**src/rtl/pwr_seq_pkg.sv**
```systemverilog
`timescale 1ns/1ps
package pwr_seq_pkg;

  typedef enum logic [1:0] {
    PM_RUN  = 2'd0,
    PM_IDLE = 2'd1,
    PM_DARK = 2'd2,
    PM_WARM = 2'd3
  } pm_state_e;

  typedef struct packed {
    logic pdn;
    logic deep;
  } pm_cfg_t;

  function automatic pm_state_e pm_target(input pm_cfg_t c);
    if (!c.pdn)      return PM_RUN;
    else if (c.deep) return PM_DARK;
    else             return PM_IDLE;
  endfunction

endpackage

```
**src/rtl/pwr_cfg_reg.sv**
```systemverilog
`timescale 1ns/1ps
module pwr_cfg_reg
  import pwr_seq_pkg::*;
(
  input  logic    clk,
  input  logic    rst_n,
  input  logic    wr_en,
  input  logic    wr_pdn,
  input  logic    wr_deep,
  input  logic    wr_sysrst,
  input  logic    hold,
  output pm_cfg_t cfg_q
);

  pm_cfg_t cfg_d;
  logic    cfg_ce;

  always_comb begin
    cfg_ce = 1'b0;
    cfg_d  = cfg_q;
    if (wr_en && wr_sysrst) begin
      cfg_ce = 1'b1;
      cfg_d  = '0;
    end else if (wr_en && !hold) begin
      cfg_ce    = 1'b1;
      cfg_d.pdn  = wr_pdn;
      cfg_d.deep = wr_deep;
    end
  end

  always_ff @(posedge clk or negedge rst_n) begin
    if (!rst_n)      cfg_q <= '0;
    else if (cfg_ce) cfg_q <= cfg_d;
  end

endmodule

```
**src/rtl/pwr_sysrst_ctrl.sv**
```systemverilog
`timescale 1ns/1ps
module pwr_sysrst_ctrl #(
  parameter int RST_CYC = 16
) (
  input  logic clk,
  input  logic rst_n,
  input  logic start,
  input  logic rd_clr,
  output logic pulse,
  output logic valid
);

  localparam int CW = $clog2(RST_CYC + 1);
  localparam logic [CW-1:0] LOAD = CW'(RST_CYC);
  localparam logic [CW-1:0] ONE  = CW'(1);

  logic [CW-1:0] cnt_q, cnt_d;
  logic          cnt_ce;
  logic          valid_d, valid_ce;
  logic          done;

  assign pulse = (cnt_q != '0);
  assign done  = (cnt_q == ONE) && !start;

  always_comb begin
    cnt_ce = 1'b0;
    cnt_d  = cnt_q;
    if (start) begin
      cnt_ce = 1'b1;
      cnt_d  = LOAD;
    end else if (pulse) begin
      cnt_ce = 1'b1;
      cnt_d  = cnt_q - ONE;
    end
  end

  always_comb begin
    valid_ce = 1'b1;
    if (start)       valid_d = 1'b0;
    else if (done)   valid_d = 1'b1;
    else if (rd_clr) valid_d = 1'b0;
    else begin
      valid_ce = 1'b0;
      valid_d  = valid;
    end
  end

  always_ff @(posedge clk or negedge rst_n) begin
    if (!rst_n)      cnt_q <= '0;
    else if (cnt_ce) cnt_q <= cnt_d;
  end

  always_ff @(posedge clk or negedge rst_n) begin
    if (!rst_n)        valid <= 1'b0;
    else if (valid_ce) valid <= valid_d;
  end

endmodule

```
**src/rtl/pwr_mode_fsm.sv**
```systemverilog
`timescale 1ns/1ps
module pwr_mode_fsm
  import pwr_seq_pkg::*;
#(
  parameter int WAKE_CYC = 1_000_000
) (
  input  logic      clk,
  input  logic      rst_n,
  input  pm_cfg_t   cfg,
  input  logic      ext_clk,
  output pm_state_e state_q
);

  localparam int WW = (WAKE_CYC > 1) ? $clog2(WAKE_CYC) : 1;
  localparam logic [WW-1:0] WLOAD = WW'(WAKE_CYC - 1);
  localparam logic [WW-1:0] WONE  = WW'(1);

  pm_state_e     state_d;
  pm_state_e     tgt;
  logic [WW-1:0] wcnt_q, wcnt_d;
  logic          wcnt_ce;

  assign tgt = pm_target(cfg);

  always_comb begin
    state_d = state_q;
    wcnt_ce = 1'b0;
    wcnt_d  = wcnt_q;
    unique case (state_q)
      PM_RUN, PM_IDLE: state_d = tgt;
      PM_DARK: begin
        if (tgt != PM_DARK) begin
          if (ext_clk) state_d = tgt;
          else begin
            state_d = PM_WARM;
            wcnt_ce = 1'b1;
            wcnt_d  = WLOAD;
          end
        end
      end
      PM_WARM: begin
        if (tgt == PM_DARK)                    state_d = PM_DARK;
        else if (ext_clk || wcnt_q == '0)      state_d = tgt;
        else begin
          wcnt_ce = 1'b1;
          wcnt_d  = wcnt_q - WONE;
        end
      end
      default: state_d = PM_RUN;
    endcase
  end

  always_ff @(posedge clk or negedge rst_n) begin
    if (!rst_n) state_q <= PM_RUN;
    else        state_q <= state_d;
  end

  always_ff @(posedge clk or negedge rst_n) begin
    if (!rst_n)       wcnt_q <= '0;
    else if (wcnt_ce) wcnt_q <= wcnt_d;
  end

endmodule

```
**src/rtl/pwr_seq_ctrl.sv**
```systemverilog
`timescale 1ns/1ps
module pwr_seq_ctrl
  import pwr_seq_pkg::*;
#(
  parameter int WAKE_CYC = 1_000_000,
  parameter int RST_CYC  = 16
) (
  input  logic       clk,
  input  logic       rst_n,
  input  logic       cfg_we,
  input  logic       cfg_pdn,
  input  logic       cfg_deep,
  input  logic       cfg_sysrst,
  input  logic       cfg_re,
  input  logic       ext_clk,
  output logic [1:0] mode,
  output logic       osc_en,
  output logic       bias_en,
  output logic       filt_run,
  output logic       busy,
  output logic       core_rst,
  output logic       rst_valid
);

  pm_cfg_t   cfg_q;
  pm_state_e st;
  logic      rst_start;

  assign rst_start = cfg_we && cfg_sysrst;

  pwr_cfg_reg u_cfg (
    .clk       (clk),
    .rst_n     (rst_n),
    .wr_en     (cfg_we),
    .wr_pdn    (cfg_pdn),
    .wr_deep   (cfg_deep),
    .wr_sysrst (cfg_sysrst),
    .hold      (core_rst),
    .cfg_q     (cfg_q)
  );

  pwr_sysrst_ctrl #(.RST_CYC(RST_CYC)) u_rst (
    .clk    (clk),
    .rst_n  (rst_n),
    .start  (rst_start),
    .rd_clr (cfg_re),
    .pulse  (core_rst),
    .valid  (rst_valid)
  );

  pwr_mode_fsm #(.WAKE_CYC(WAKE_CYC)) u_fsm (
    .clk     (clk),
    .rst_n   (rst_n),
    .cfg     (cfg_q),
    .ext_clk (ext_clk),
    .state_q (st)
  );

  assign mode     = st;
  assign osc_en   = (st != PM_DARK);
  assign bias_en  = (st != PM_DARK);
  assign filt_run = (st == PM_RUN);
  assign busy     = (st == PM_WARM);

endmodule

```
**config.mk**
```make
export PLATFORM = sky130hd
export DESIGN_NAME = pwr_seq_ctrl
export DESIGN_NICKNAME = d
export VERILOG_FILES = /design/src/rtl/pwr_seq_pkg.sv /design/src/rtl/pwr_cfg_reg.sv /design/src/rtl/pwr_sysrst_ctrl.sv /design/src/rtl/pwr_mode_fsm.sv /design/src/rtl/pwr_seq_ctrl.sv
export SDC_FILE = /design/constraint.sdc
export NUM_CORES = 1
export LEC_CHECK = 0
export ABC_AREA = 1
export BUFFER_PORTS_ARGS = -buffer_cell sky130_fd_sc_hd__buf_2
export CAP_MARGIN = 5
export CELL_PAD_IN_SITES_DETAIL_PLACEMENT = 1
export CELL_PAD_IN_SITES_GLOBAL_PLACEMENT = 1
export CORE_MARGIN = 5
export CORE_UTILIZATION = 39
export CTS_CLUSTER_SIZE = 16
export DETAILED_ROUTE_END_ITERATION = 12
export MAX_ROUTING_LAYER = met4
export PLACE_DENSITY_LB_ADDON = 0.1
export SLEW_MARGIN = 25
export SYNTH_ARGS = -nofsm -noshare
export SYNTH_HDL_FRONTEND = slang
export SYNTH_HIERARCHICAL = 1
export SYNTH_SLANG_ARGS = --single-unit
```
**constraint.sdc**
```tcl
create_clock -name clk -period 1.3 [get_ports clk]
set_input_delay 0.13 -clock clk [delete_from_list [all_inputs] [get_ports clk]]
set_output_delay 0.13 -clock clk [all_outputs]
set_load 0.05 [all_outputs]
```
==> metrics.cfg <==
[worst_setup_path]
cpMaxStageDelayCell = dfrtp_1
path_cells = inv_2 -> buf_6 -> ha_4 -> nand3_4 -> nor2_4 -> nand4_4 -> nand2_8 -> buf_16 -> nand2_4 -> o21ai_2
reg2regPathDepth = 10
cp_max_fo = 8
worst_ep_required_time_ns = 1.51
worstSetupPathType = reg2reg
worstSetupEndpointType = register
worstSetupStartpointType = register
max_stage_delay_ns = 0.42
critPathArrivalTime_ns = 1.74

[final_layout]
final_cell_area_mm2 = 0.00309
instances_no_fill = 439
final_layout_size_suffix_gt1_share_pct = 46.1
synthToLayoutAreaGrowth_pct = 51.7
n_antenna_cell = 0
nets = 380

[power_and_ir_drop]
ir_drop_mv = 1.18
clkPwrFrac_pct = 12.0
switchingPower_uw = 3020
pwr-share-seq_pct = 20.9
p_comb_share_pct = 67.1
p_leak_uw = 0.00161
p_total_uw = 6640
swShare_pct = 45.4
intPower_uw = 3620
power_density_mw_per_mm2 = 2150

[clock_network]
cts_buffers = 5
clockBufferDepth = 2
clkSlewWorstSetupHoldPaths_ns = 0.07
clock_latency_ns = 0.28
cts_tree = yes
cts.htree.levels = 2
cts_sinks = 30
cts_root_buffer = clkbuf_8

[run_status]
outcome = finished, violations left
violations = setup timing

[placed_design]
place.port_buffers = 15
placed_area_mm2 = 0.00257
dpl.cell_count = 406
gp_routability_congestion = 0.848
dp_hpwl_mm = 4.59

[synthesis]
synth_area_mm2 = 0.00203
yosysMostFrequentCell = nand2_1
synthTopCellsByArea = dfrtp_1 (37%), nand2_1 (17%), nand3_1 (8.1%), inv_1 (6.6%), o21ai_2 (5.2%)
syn_inst = 285
synth_top_family_by_area = simple AND/OR/NAND/NOR gates
ys_ff_latch = 30
synthAdderAreaFrac_pct = 2.46
synthMuxAreaShare_pct = 0
yosysWarnings = 6
synth_compound_area_share_pct = 8.49
synthTopCellsByCount = nand2_1 (93), inv_1 (36), nand3_1 (33)
synthFlopType = dfrtp_1
avgSynthCellArea_um2 = 7.14
synthXorXnorAreaFrac_pct = 0
synth_fp_nets = 297
yosysTopAreaCellShare_pct = 36.9
ys_seq_area_share_pct = 36.9
yosys.area_share.simple_pct = 41.9
synth_edf_count = 0
ys_async_sr_fraction_pct = 100
yosys.area.top_type = dfrtp_1
synth.distinct_cells = 25

[grt]
grt_overflow_total = 0
grt_pass1_wl_mm = 11.7
grt_max_degree = 17
antenna_found_initial = 0
grt_usage_pct = 24.0
grt_pass1_vias = 2492

[sta]
slew_headroom_pct = 72.3
fmax_ghz = 0.653
fin_ws_ns = -0.232
setup_viol = 26
final-hold-violation-count = 0
final.setup_skew_ns = 0.00715
whs_ns = 0.101
rsz0062_at_grt = true
finalCritPeriodShare_pct = 118
layout_min_cycle_time_ns = 1.53
maxSlewViolCount = 0
worst_slew_pin_slew_ns = 0.415

[floorplanning]
die-area_mm2 = 0.00676
core_mm2 = 0.00507
dieHeight_um = 82.2
die_w_um = 82.2
initial_utilization_pct = 40.1
rows = 26
io_pins = 16

[min_path]
min_path_type = in2reg
hold_depth = 3

[drt]
wl_mm = 7.34
ant_nets = 0
wl_per_cell_um = 16.7
avgViaCountPerCell = 5.05
routed-via-count = 2215
route.detailed.drc = 0
drtIter0Drc = 67
dr.pass1.iters = 4

[run]
cap_violations = 0

registers in the layout, summed over array words and instances, names as in the netlist:
name / cells
u_fsm/wcnt_q: 20
u_rst/valid: 1
u_cfg/cfg_q: 2
u_rst/cnt_q: 5
u_fsm/state_q: 2
path summary, 6_finish.rpt:
| check | from | end | slack, ns |
|---|---|---|---|
| max | u_fsm/wcnt_q[0] | u_fsm/wcnt_q[11] | -0.23 |
| min | cfg_deep | u_cfg/cfg_q[0] | 0.10 |
| max reg2reg | u_fsm/wcnt_q[0] | u_fsm/wcnt_q[11] | -0.23 |
| min reg2reg | u_cfg/cfg_q[0] | u_fsm/state_q[0] | 0.51 |
| max in group asynchronous | rst_n | u_fsm/state_q[0] | 0.55 |
| min in group asynchronous | rst_n | u_fsm/wcnt_q[14] | 0.31 |
cells by family after synthesis:
group	count (synthesis)
adder cells (fa/ha/maj)	4
flip-flops	30
AO/OA/AOI/OAI	25
buffers and inverters	44
AND/OR/NAND/NOR	182
worst max-delay path: cells and delay by family, from the launching register on:
family                     cells  cell delay, ns
DFF                            1            0.42
AOI/OAI and AO/OA              1            0.06
and+or+nand+nor                5            0.51
buffers and inverters          3            0.34
adders and majority gates      1            0.13
final cells by class:
cell class                      count  area [µm²]
Timing Repair Buffer               81         681
Tap cell                           70        87.6
Multi-Input combinational cell    211        1320
Inverter                           39         156
Sequential cell                    30         754
Clock buffer                        7        86.3
Fill cell                         646        1990
Clock inverter                      1        5.00
cells in the final DEF, fill, tap and decap left out, types with 10 or more instances in the layout:
cell type  synthesis  final
buf_4              1     55
buf_2              0     12
nand2_4            0     12
nand2_2            4     13
nor2_2             9     10
o21ai_2           12     14
nand2_1           93     71
nand3_1           33     28
inv_1             36     29
dfrtp_1           30     27
nor2_1            24     19
power groups by stage:
stage	clock network [µW]	logic (µW)	registers, µW
after global placement	0	3290	1370
after global routing	863	4940	1410
after detailed placement	0	3420	1370
after CTS	821	4040	1360
final	799	4450	1390
after floorplan	0	2170	1400
through the flow:
stage                     util [%]  setup TNS, ns  worst slack [ns]
after global placement        50.6          -2.60            -0.179
after CTS                     58.6          -2.85            -0.150
after floorplan                  -         -0.835           -0.0570
final                         60.8          -4.87            -0.232
after detailed placement      50.6          -2.99            -0.204
after global routing          60.8          -6.93            -0.313
what timing repair did:
item,in CTS,in global routing
endpoints found under the hold margin,14,0
hold buffers,1,0
setup endpoints to repair,22,27
gates resized for setup,41,18
buffers inserted,16,7
cloned,1,0
pin swaps,14,16
layer usage:
| layer | up-vias | global-route usage (%) | share of wire [%] |
|---|---|---|---|
| met3 | 13 | 3.25 | 2.1 |
| met5 | - | - | 0 |
| li1 | 1069 | - | - |
| met4 | 0 | 10.1 | 2.9 |
| met1 | 1103 | 22.1 | 38 |
| met2 | 30 | 48.2 | 57 |
No activity file was read; power rests on OpenSTA's default activity.
